$ cat src/rtl/lpm_pkg.sv
package lpm_pkg;
  typedef enum logic [1:0] {
    LS_ACTIVE    = 2'd0,
    LS_FAST_IDLE = 2'd1,
    LS_SLOW_IDLE = 2'd2,
    LS_SUSPEND   = 2'd3
  } lpm_state_e;

  function automatic logic lvl_is_idle(input logic [1:0] lvl);
    return (lvl == 2'd1) || (lvl == 2'd2);
  endfunction
endpackage

$ cat src/rtl/lpm_idle_timer.sv
module lpm_idle_timer #(
  parameter int TW = 16
) (
  input  logic          clk,
  input  logic          rst_n,
  input  logic          clr,
  input  logic          inc,
  input  logic [TW-1:0] u1_lim,
  input  logic [TW-1:0] u2_lim,
  output logic          hit_u1,
  output logic          hit_u2
);
  localparam logic [TW-1:0] CNT_MAX = {TW{1'b1}};

  logic [TW-1:0] cnt_q;
  logic [TW-1:0] cnt_inc;

  // saturating next count, used for expiry compare on the same edge
  assign cnt_inc = (cnt_q == CNT_MAX) ? cnt_q : cnt_q + 1'b1;
  assign hit_u1  = (u1_lim != '0) && (cnt_inc >= u1_lim);
  assign hit_u2  = (u2_lim != '0) && (cnt_inc >= u2_lim);

  always_ff @(posedge clk or negedge rst_n) begin
    if (!rst_n)   cnt_q <= '0;
    else if (clr) cnt_q <= '0;
    else if (inc) cnt_q <= cnt_inc;
  end
endmodule

$ cat src/rtl/lpm_exit_timer.sv
module lpm_exit_timer #(
  parameter int LW = 8
) (
  input  logic          clk,
  input  logic          rst_n,
  input  logic          start,
  input  logic [LW-1:0] lat,
  output logic          busy,
  output logic          done
);
  logic [LW-1:0] cnt_q;
  logic          busy_q;

  assign busy = busy_q;
  assign done = busy_q && (cnt_q == '0);

  always_ff @(posedge clk or negedge rst_n) begin
    if (!rst_n) begin
      busy_q <= 1'b0;
      cnt_q  <= '0;
    end else if (start) begin
      busy_q <= 1'b1;
      cnt_q  <= lat;
    end else if (busy_q) begin
      if (cnt_q == '0) busy_q <= 1'b0;
      else             cnt_q  <= cnt_q - 1'b1;
    end
  end
endmodule

$ cat src/rtl/lpm_partner_gate.sv
module lpm_partner_gate (
  input  logic       clk,
  input  logic       rst_n,
  input  logic       eval,
  input  logic       req_vld,
  input  logic [1:0] req_lvl,
  input  logic       tx_queued,
  input  logic       xfer_pending,
  output logic       accept,
  output logic       ack,
  output logic       rej
);
  import lpm_pkg::*;

  assign accept = eval && req_vld && lvl_is_idle(req_lvl) &&
                  !tx_queued && !xfer_pending;

  always_ff @(posedge clk or negedge rst_n) begin
    if (!rst_n) begin
      ack <= 1'b0;
      rej <= 1'b0;
    end else begin
      ack <= accept;
      rej <= eval && req_vld && !accept;
    end
  end
endmodule

$ cat src/rtl/link_pm_ctrl.sv
module link_pm_ctrl #(
  parameter int TW = 16,
  parameter int LW = 8
) (
  input  logic          clk,
  input  logic          rst_n,
  input  logic          traffic_vld,
  input  logic          traffic_is_ts,
  input  logic          xfer_pending,
  input  logic          tx_queued,
  input  logic          partner_req_vld,
  input  logic [1:0]    partner_req_lvl,
  input  logic          sw_suspend,
  input  logic          wake_in,
  input  logic [TW-1:0] u1_timeout,
  input  logic [TW-1:0] u2_timeout,
  input  logic [LW-1:0] exit_lat_fast,
  input  logic [LW-1:0] exit_lat_slow,
  output logic [1:0]    link_state,
  output logic          pll_en,
  output logic          wake_req,
  output logic          dev_suspended,
  output logic          partner_ack,
  output logic          partner_rej
);
  import lpm_pkg::*;

  lpm_state_e    st_q, st_d;
  logic          idle_clr, idle_inc, hit_u1, hit_u2;
  logic          ex_start, ex_busy, ex_done;
  logic [LW-1:0] ex_lat;
  logic          pg_eval, pg_accept;
  logic          activity;

  assign activity = traffic_vld && !traffic_is_ts;
  assign pg_eval  = !ex_busy && (st_q == LS_ACTIVE) && !sw_suspend;

  lpm_idle_timer #(.TW(TW)) u_idle (
    .clk(clk), .rst_n(rst_n), .clr(idle_clr), .inc(idle_inc),
    .u1_lim(u1_timeout), .u2_lim(u2_timeout),
    .hit_u1(hit_u1), .hit_u2(hit_u2)
  );

  lpm_exit_timer #(.LW(LW)) u_exit (
    .clk(clk), .rst_n(rst_n), .start(ex_start), .lat(ex_lat),
    .busy(ex_busy), .done(ex_done)
  );

  lpm_partner_gate u_gate (
    .clk(clk), .rst_n(rst_n), .eval(pg_eval),
    .req_vld(partner_req_vld), .req_lvl(partner_req_lvl),
    .tx_queued(tx_queued), .xfer_pending(xfer_pending),
    .accept(pg_accept), .ack(partner_ack), .rej(partner_rej)
  );

  always_comb begin
    st_d     = st_q;
    idle_clr = 1'b0;
    idle_inc = 1'b0;
    ex_start = 1'b0;
    ex_lat   = exit_lat_slow;
    if (ex_busy) begin
      if (ex_done) begin
        st_d     = LS_ACTIVE;
        idle_clr = 1'b1;
      end
    end else begin
      unique case (st_q)
        LS_ACTIVE: begin
          if (sw_suspend) begin
            st_d     = LS_SUSPEND;
            idle_clr = 1'b1;
          end else if (partner_req_vld) begin
            idle_clr = 1'b1;
            if (pg_accept) st_d = lpm_state_e'(partner_req_lvl);
          end else if (activity || xfer_pending) begin
            idle_clr = 1'b1;
          end else begin
            idle_inc = 1'b1;
            if (hit_u1)                              st_d = LS_FAST_IDLE;
            else if ((u1_timeout == '0) && hit_u2)   st_d = LS_SLOW_IDLE;
          end
        end
        LS_FAST_IDLE, LS_SLOW_IDLE: begin
          if (activity || wake_in || xfer_pending) begin
            ex_start = 1'b1;
            ex_lat   = (st_q == LS_FAST_IDLE) ? exit_lat_fast : exit_lat_slow;
          end else if (st_q == LS_FAST_IDLE) begin
            idle_inc = 1'b1;
            if (hit_u2) st_d = LS_SLOW_IDLE;
          end
        end
        LS_SUSPEND: begin
          if (activity || wake_in) ex_start = 1'b1;
        end
        default: st_d = LS_ACTIVE;
      endcase
    end
  end

  always_ff @(posedge clk or negedge rst_n) begin
    if (!rst_n) st_q <= LS_ACTIVE;
    else        st_q <= st_d;
  end

  assign link_state    = st_q;
  assign wake_req      = ex_busy;
  assign pll_en        = (st_q == LS_ACTIVE) || (st_q == LS_FAST_IDLE) || ex_busy;
  assign dev_suspended = (st_q == LS_SUSPEND);
endmodule

$ cat config.mk
export PLATFORM = sky130hd
export DESIGN_NAME = link_pm_ctrl
export DESIGN_NICKNAME = d
export VERILOG_FILES = /design/src/rtl/lpm_pkg.sv /design/src/rtl/lpm_idle_timer.sv /design/src/rtl/lpm_exit_timer.sv /design/src/rtl/lpm_partner_gate.sv /design/src/rtl/link_pm_ctrl.sv
export SDC_FILE = /design/constraint.sdc
export NUM_CORES = 1
export LEC_CHECK = 0
export BUFFER_PORTS_ARGS = -buffer_cell sky130_fd_sc_hd__buf_2
export CAP_MARGIN = 15
export CORE_MARGIN = 8
export CORE_UTILIZATION = 45
export DETAILED_ROUTE_END_ITERATION = 8
export PLACE_DENSITY_LB_ADDON = 0.15
export SLEW_MARGIN = 25
export SYNTH_ARGS = -nofsm -noshare
export SYNTH_HDL_FRONTEND = slang
export SYNTH_SLANG_ARGS = --single-unit
$ cat constraint.sdc
create_clock -name clk -period 3.7 [get_ports clk]
set_clock_uncertainty 0.05 [all_clocks]
set_input_delay 0.185 -clock clk [delete_from_list [all_inputs] [get_ports clk]]
set_output_delay 0.185 -clock clk [all_outputs]
set_load 0.01 [all_outputs]
==> flow_metrics.tcl, run 1 <==
set metrics [dict create \
    outcome "complete, no violations" \
    seqPwrFrac_pct 34.9 \
    arrival_ps 3820 \
    yosysSeqAreaShare_pct 25.3 \
    critPathLaunchType "register" \
    r2r-end "link_state[1]$_DFFE_PN0P_" \
    power_mw 1.31 \
    syn_area_um2 2870 \
    yosys_warnings 0 \
    ys_seq_elements 29 \
    reg2reg_from "u_idle.cnt_q[0]$_DFFE_PN0P_" \
    grt_overflow 0 \
    hold_viol_final 0 \
    cts.sinks 29 \
    cts_buffers 5 \
    die_height_um 95.8 \
    p_per_area_nw_per_um2 351 \
    maxSlewViolCount 0 \
    io_pins 66 \
    seqCellArea_um2 726 \
    irDropWorstVdd_mv 0.270 \
    syn2layout_area_growth_pct 29.9 \
    nets 532 \
    htreeDepth 2 \
    hold-worst-slack_ps 7.61 \
    required_ps 3830 \
    worstSetupEndpoint "link_state[1]$_DFFE_PN0P_" \
    crit_chain "ha_2 -> nand3_2 -> or2_4 -> nor3_4 -> nor3_2 -> xor2_2 -> ha_1 -> a21oi_1 -> o21ai_1 -> a221o_1 -> o31ai_2 -> buf_4 -> a32oi_1 -> o31a_1 -> mux2_4" \
    cp.depth 15 \
    dieArea_um2 9180 \
    port_buffers 65 \
    critPathTopFamily "compound AO/OA/AOI/OAI gates" \
    power.internal_mw 0.819 \
    comb_power_share_pct 42.6 \
    core_area_um2 6240 \
    dp_slack_ps -146 \
    cts_root_buf "clkbuf_8" \
    power.clock.fraction_pct 22.5 \
    clk_path_buf_depth 2 \
    antenna_cells 0 \
    utilization_pct 59.7 \
    critical_path.slowest_cell "dfrtp_1" \
    grt_usage_pct 16.7 \
    dr.pass1.iters 4 \
    remaining_drc_errors 0 \
    worstSkewPairLatency_ps 290 \
    reg2reg_setup_slack_ps 3 \
    worstHoldPathType "in -> reg" \
    globalplace.congestion 0.933 \
    wl_per_cell_um 14.8 \
    fill_cells 569 \
    grt_pass1_wl_um 12200 \
    layout_setup_ws_ps 2.53 \
    drt-initial-drc-count 109 \
    synth_cell_types 49 \
    ff2ff_path_depth 15 \
    viasPerCell 5.35 \
    ant_nets 0 \
    min_period_ps 3700 \
    finalSetupViolations 0 \
    cts_tree "done" \
    cap_violations 0 \
    end_kind "register" \
    fin_cells 513 \
    multi_input_area_um2 2110 \
    tightest_slew_ps 674 \
    power_leakage_nw 1.95 \
    power.switching_mw 0.487 \
    grt_pass1_vias 2675 \
    relSlewSlack_pct 55.1 \
    p_sw_share_pct 37.3 \
    drive_gt1_share_pct 31.4 \
    syn_nets 438 \
    placed_cells 501 \
    vias 2747 \
    crit_buf_inv 1 \
    rows 29 \
    rsz0062_at_grt "yes" \
    clk_pin_slew_ps 70 \
    grt_max_degree 30 \
    dp_hpwl_um 6160 \
    criticalPathCategory "reg -> reg" \
    avgSynthCellArea_um2 8.41 \
    antenna_found_initial 0 \
    finalCritPeriodShare_pct 99.9 \
    dieWidth_um 95.8 \
    cp_max_fo 6 \
    initial_core_util_pct 45.9 \
    routed_wl_um 7610 \
    netlist_instances 341 \
    startpoint "u_idle.cnt_q[0]$_DFFE_PN0P_" \
    fmax_mhz 270 \
    critPathMaxStageDelay_ps 350 \
]
-- metrics by stage --
step                instance area [um^2]  setup TNS (ps)
CTS                                 3610               0
global route                        3720            -176
global placement                    3470            -196
detailed placement                  3470            -171
finish                              3720               0
floorplan                           2910               0
-- power by group through the flow --
stage,combinational (mW),clock (mW),sequential (mW)
2_1_floorplan,0.360,0,0.449
3_3_place_gp,0.503,0,0.459
3_5_place_dp,0.510,0,0.460
4_1_cts,0.523,0.303,0.455
5_1_grt,0.629,0.318,0.468
6_report,0.556,0.294,0.456
-- final cells by class --
class / instances / area share, %
clock inverter: 1 / 0.134
tap: 77 / 2.59
sequential: 29 / 19.5
multi-input combinational: 267 / 56.6
inverter: 38 / 3.83
timing repair buffer: 94 / 14.8
clock buffer: 7 / 2.59
-- synthesized netlist by cell type, drive strengths merged --
cell type,instances,area (um^2)
ha,38,475
inv,38,143
nor2,37,139
dfrtp,29,726
nand2,21,88.8
xnor2,19,166
a21oi,15,75.1
nor3,15,80.1
mux2i,14,140
nor4,14,109
nand3,13,65.1
o21ai,11,55.1
xor2,11,96.3
nand4,8,50.1
a21o,6,45.0
nand2b,6,37.5
a2111oi,5,56.3
mux2,5,60.1
clkbuf,4,16.3
or3,4,25.0
and4,3,26.3
buf,3,17.5
nor2b,3,18.8
a211oi,2,15.0
a221o,2,20.0
and2,2,15.0
o21a,2,15.0
o31ai,2,20.0
or2,2,12.5
a31oi,1,6.26
a32oi,1,8.76
nor3b,1,7.51
o21bai,1,7.51
o31a,1,8.76
or3b,1,8.76
or4b,1,10.0
-- state kept, by name, indices dropped and copies added, names as in the netlist --
name,cells
link_state,2
u_exit.busy,1
u_exit.cnt_q,8
u_gate.ack,1
u_gate.rej,1
u_idle.cnt_q,16
-- logic make-up after synthesis --
logic type	after synthesis	synth area share, %
adders and majority gates	38	16.6
DFF	29	25.3
and+or+nand+nor	131	24.2
xor gates and xnor gates	30	9.17
muxes	19	6.98
AOI/OAI and AO/OA	49	11.6
buffers and inverters	45	6.15
-- worst min path at each step --
stage	cells past startpoint	start	slack, ps	to
global placement	1	rst_n	210	u_idle.cnt_q[11]$_DFFE_PN0P_
finish	2	tx_queued	8	u_gate.ack$_DFF_PN0_
floorplan	0	rst_n	-160	link_state[0]$_DFFE_PN0P_
detailed placement	1	rst_n	210	u_idle.cnt_q[8]$_DFFE_PN0P_
CTS	2	tx_queued	3	u_gate.ack$_DFF_PN0_
global route	2	tx_queued	2	u_gate.ack$_DFF_PN0_
-- cells in the final DEF (no fill, tap or decap), types with 8 or more instances in the layout --
| master | Yosys | layout |
|---|---|---|
| buf_2 | 2 | 65 |
| inv_1 | 38 | 38 |
| ha_1 | 38 | 36 |
| nor2_1 | 37 | 35 |
| dfrtp_1 | 29 | 29 |
| buf_4 | 1 | 27 |
| nand2_1 | 19 | 18 |
| xnor2_1 | 19 | 17 |
| a21oi_1 | 15 | 15 |
| mux2i_1 | 14 | 14 |
| nand3_1 | 13 | 12 |
| nor3_1 | 14 | 12 |
| nor4_1 | 12 | 12 |
| xor2_1 | 11 | 9 |
| o21ai_0 | 10 | 8 |
| nand4_1 | 8 | 8 |
-- timing repair --
item	4_1_cts	5_1_grt
hold buffers	1	0
pin swaps	2	18
endpoints found under the hold margin	29	0
setup buffers	0	3
setup endpoints to repair	2	2
resized for setup	8	15
-- metal layers --
layer	share of wire, %	vias to the layer above	wire, um	track usage, %
li1	-	1388	-	-
met4	1.5	0	116	4.61
met1	45	1275	3410	21.4
met5	0	-	0	0
met3	6.4	10	488	3.43
met2	47	74	3590	27.8
(Power assumes the default switching activity.)
==> run 2, diff against run 1 <==
Settings changed: MAX_ROUTING_LAYER set to met4.
==> run 2 against run 1 <==
Against the previous run:
- global-route usage is 0.52 points higher
- core utilization stayed put
- setup slack better by 0.72 ps
- critical path type unchanged
==> flow_metrics.tcl, run 2 (synthesized netlist as in run 1, its figures left out) <==
set metrics [dict create \
    reg2reg_from "u_idle.cnt_q[0]$_DFFE_PN0P_" \
    cp_max_fo 6 \
    min_to "u_gate.ack$_DFF_PN0_" \
    clk_path_buf_depth 2 \
    multi_input_area_um2 2110 \
    tightest_slew_ps 674 \
    cts.sinks 29 \
    fill_cells 569 \
    ff2ff_path_depth 15 \
    power.internal_mw 0.819 \
    dr.pass1.iters 4 \
    critPathLaunchType "register" \
    wl_per_cell_um 14.9 \
    final_common_cell "buf_2" \
    grt_pass1_wl_um 12200 \
    seqCellArea_um2 726 \
    comb_power_share_pct 42.6 \
    layout_setup_ws_ps 3.25 \
    power.switching_mw 0.487 \
    relSlewSlack_pct 55.1 \
    p_per_area_nw_per_um2 351 \
    dp_hpwl_um 6160 \
    drive_gt1_share_pct 31.4 \
    seqPwrFrac_pct 34.9 \
    initial_core_util_pct 45.9 \
    min_period_ps 3700 \
    final_cell_mix "buf_2 (65), inv_1 (38), ha_1 (36)" \
    required_ps 3830 \
    p_sw_share_pct 37.3 \
    grt_max_degree 30 \
    maxSlewViolCount 0 \
    end_kind "register" \
    criticalPathCategory "reg -> reg" \
    finalCritPeriodShare_pct 99.9 \
    antenna_cells 0 \
    reg2reg_setup_slack_ps 3 \
    cts_buffers 5 \
    regMostFlops "u_idle.cnt_q" \
    power_leakage_nw 1.95 \
    grt_pass1_vias 2675 \
    remaining_drc_errors 0 \
    hold_viol_final 0 \
    irDropWorstVdd_mv 0.270 \
    dieWidth_um 95.8 \
    worstSkewPairLatency_ps 290 \
    globalplace.congestion 0.949 \
    vias 2754 \
    cts_root_buf "clkbuf_8" \
    outcome "complete, no violations" \
    port_buffers 65 \
    grt_usage_pct 17.2 \
    rows 29 \
    hold-worst-slack_ps 7.48 \
    cts_tree "done" \
    rsz0062_at_grt "yes" \
    fmax_mhz 271 \
    cap_violations 0 \
    r2r-end "link_state[1]$_DFFE_PN0P_" \
    largest_register_ffs 16 \
    power.clock.fraction_pct 22.5 \
    io_pins 66 \
    die_height_um 95.8 \
    dieArea_um2 9180 \
    placed_cells 501 \
    syn2layout_area_growth_pct 29.9 \
    arrival_ps 3820 \
    viasPerCell 5.37 \
    nets 532 \
    grt_overflow 0 \
    core_area_um2 6240 \
    routed_wl_um 7630 \
    ant_nets 0 \
    clk_pin_slew_ps 70 \
    worstHoldPathType "in -> reg" \
    antenna_found_initial 0 \
    drt-initial-drc-count 108 \
    finalSetupViolations 0 \
    dp_slack_ps -146 \
    hp-start "tx_queued" \
    htreeDepth 2 \
    holdPathStages 2 \
    fin_cells 513 \
]
## run 2: worst max path at each step
stage | from | to | slack (ps)
2_1_floorplan | u_idle.cnt_q[0]$_DFFE_PN0P_ | link_state[1]$_DFFE_PN0P_ | 20
3_3_place_gp | u_idle.cnt_q[1]$_DFFE_PN0P_ | link_state[1]$_DFFE_PN0P_ | -150
3_5_place_dp | u_idle.cnt_q[1]$_DFFE_PN0P_ | link_state[1]$_DFFE_PN0P_ | -150
4_1_cts | u_idle.cnt_q[0]$_DFFE_PN0P_ | link_state[1]$_DFFE_PN0P_ | 10
5_1_grt | u_idle.cnt_q[0]$_DFFE_PN0P_ | link_state[1]$_DFFE_PN0P_ | -210
6_report | u_idle.cnt_q[0]$_DFFE_PN0P_ | link_state[1]$_DFFE_PN0P_ | 3
## run 2: power by group through the flow
stage,combinational (mW),clock (mW),sequential [mW]
2_1_floorplan,0.360,0,0.449
3_3_place_gp,0.503,0,0.459
3_5_place_dp,0.510,0,0.460
4_1_cts,0.523,0.303,0.455
5_1_grt,0.629,0.318,0.468
6_report,0.556,0.294,0.456
## run 2: layer usage
layer,routed length (um),track usage (%)
met5,0,-
met2,3600,27.8
met1,3420,21.5
met3,485,3.35
met4,116,4.61
## run 2: timing repair
action	in CTS	in global routing
pin swaps	2	18
setup buffers	0	3
endpoints found under the hold margin	29	0
hold buffers	1	0
endpoints found under the setup margin	2	2
resized for setup	8	15
## run 2: critical path, stage by stage, from the launching register on
cell and delay (ps):
dfrtp_1 350, ha_2 190, nand3_2 80, or2_4 300, nor3_4 280, nor3_2 100
xor2_2 200, ha_1 340, a21oi_1 170, o21ai_1 90, a221o_1 340, o31ai_2 290
buf_4 160, a32oi_1 40, o31a_1 320, mux2_4 300
## run 2: cell type report
| type | count | area share, % |
|---|---|---|
| Clock buffer | 7 | 2.59 |
| Clock inverter | 1 | 0.134 |
| Inverter | 38 | 3.83 |
| Multi-Input combinational cell | 267 | 56.6 |
| Sequential cell | 29 | 19.5 |
| Tap cell | 77 | 2.59 |
| Timing Repair Buffer | 94 | 14.8 |
## run 2: stage by stage
step | cell area [um^2] | total power, mW | utilization [%] | setup TNS [ps]
CTS | 3610 | 1.28 | 57.9 | 0
floorplan | 2910 | 0.809 | - | 0
finish | 3720 | 1.31 | 59.7 | 0
global placement | 3470 | 0.962 | 55.6 | -196
global route | 3720 | 1.41 | 59.7 | -265
detailed placement | 3470 | 0.970 | 55.6 | -171
==> run 3, diff against run 2 <==
Settings changed: CORE_UTILIZATION 45 to 59.
Clock period 3.7 ns to 4.7 ns, I/O delays scaled along.
==> run 3 against run 2 <==
Against the previous run:
- cell count is 9.9% lower
- register-to-register slack better by 410 ps
- clock power fell by 29%
- critical path type unchanged
==> flow_metrics.tcl, run 3 (synthesized netlist as in run 1, its figures left out) <==
set metrics [dict create \
    cts_root_buf "clkbuf_8" \
    htreeDepth 2 \
    dieWidth_um 85.7 \
    dp_hpwl_um 5740 \
    finalCritPeriodShare_pct 91.2 \
    worstHoldPathType "in -> reg" \
    irDropWorstVdd_mv 0.219 \
    cts.repair.resized 0 \
    antenna_found_initial 0 \
    globalplace.congestion 0.990 \
    placed_cells 454 \
    grt_pass1_vias 2599 \
    ant_nets 0 \
    worstSkewPairLatency_ps 280 \
    cts.sinks 29 \
    routed_wl_um 6870 \
    hold_viol_final 0 \
    die_height_um 85.7 \
    remaining_drc_errors 0 \
    drt-initial-drc-count 86 \
    critPathLaunchType "register" \
    fmax_mhz 233 \
    port_buffers 65 \
    rows 25 \
    fin_cells 462 \
    rsz0062_at_grt "no" \
    initial_core_util_pct 61.1 \
    maxSlewViolCount 0 \
    clk_path_buf_depth 2 \
    drive_gt1_share_pct 22.1 \
    largest_register_ffs 16 \
    grt_usage_pct 20.3 \
    antenna_cells 0 \
    clk_pin_slew_ps 70 \
    layout_setup_ws_ps 415 \
    dp_slack_ps 440 \
    required_ps 4820 \
    tightest_slew_ps 662 \
    min_period_ps 4280 \
    outcome "complete, no violations" \
    final_cell_mix "buf_2 (65), inv_1 (38), ha_1 (38)" \
    reg2reg_setup_slack_ps 420 \
    utilization_pct 71.0 \
    wl_per_cell_um 14.9 \
    arrival_ps 4400 \
    criticalPathCategory "reg -> reg" \
    final_common_cell "buf_2" \
    grt_pass1_wl_um 11900 \
    vias 2639 \
    relSlewSlack_pct 55.8 \
    finalSetupViolations 0 \
    core_area_um2 4690 \
    cts_buffers 5 \
    dieArea_um2 7340 \
    grt_overflow 0 \
    p_per_area_nw_per_um2 287 \
    cap_violations 0 \
    place_area_um2 3240 \
    io_pins 66 \
    end_kind "register" \
    cts_tree "done" \
    cp_max_fo 9 \
    hold-worst-slack_ps 63.4 \
    nets 505 \
    cts_hold_buf 1 \
    regMostFlops "u_idle.cnt_q" \
    dr.pass1.iters 4 \
    viasPerCell 5.71 \
    grt_max_degree 30 \
    tns_ps 0 \
    cts_setup_buffers 0 \
    power_mw 0.958 \
    power_leakage_nw 1.75 \
    final_area_um2 3330 \
    syn2layout_area_growth_pct 16.3 \
]
==> run 3: cell count changes in the layout (fill, tap and decap cells not counted), sizes merged <==
| cell | change |
|---|---|
| buf | -27 |
| clkinv | -1 |
==> run 3: layout make-up <==
cell class                      instances  area (um^2)
Multi-Input combinational cell        267         1970
Fill cell                             381         1360
Clock buffer                            7         86.3
Sequential cell                        29          726
Timing Repair Buffer                   67          343
Inverter                               38          143
Tap cell                               54         67.6
==> run 3: critical path, cell delays in order, from the launching register on <==
cell and delay (ps):
dfrtp_1 410, ha_1 230, nand3_1 150, or2_1 390, or3_1 550, xnor2_1 280
ha_1 270, nand2b_1 140, a2111oi_0 440, nor4_1 100, o31ai_1 410, a32oi_1 100
o31a_1 340, mux2_4 310
==> run 3: where the power goes <==
part | leakage, nW | switching, mW | internal, mW
clock network | 0.0443 | 0.0939 | 0.116
registers | 0.379 | 0.0598 | 0.302
logic | 1.33 | 0.210 | 0.175
total | 1.75 | 0.364 | 0.594
==> run 3: path summary, 6_finish.rpt <==
kind,startpoint,endpoint,cells after the start
max,u_idle.cnt_q[0]$_DFFE_PN0P_,link_state[1]$_DFFE_PN0P_,13
min,tx_queued,u_gate.ack$_DFF_PN0_,2
max reg2reg,u_idle.cnt_q[0]$_DFFE_PN0P_,link_state[1]$_DFFE_PN0P_,13
min reg2reg,u_idle.cnt_q[13]$_DFFE_PN0P_,u_idle.cnt_q[13]$_DFFE_PN0P_,1
max in group asynchronous,rst_n,u_idle.cnt_q[12]$_DFFE_PN0P_,2
min in group asynchronous,rst_n,u_idle.cnt_q[5]$_DFFE_PN0P_,2
==> run 3: layer usage <==
metal  part of all wire (%)  global-route usage, %
met1                     47                   25.2
met2                     46                   31.6
met3                    6.3                   5.83
met4                   0.98                   4.94
met5                      0                      -
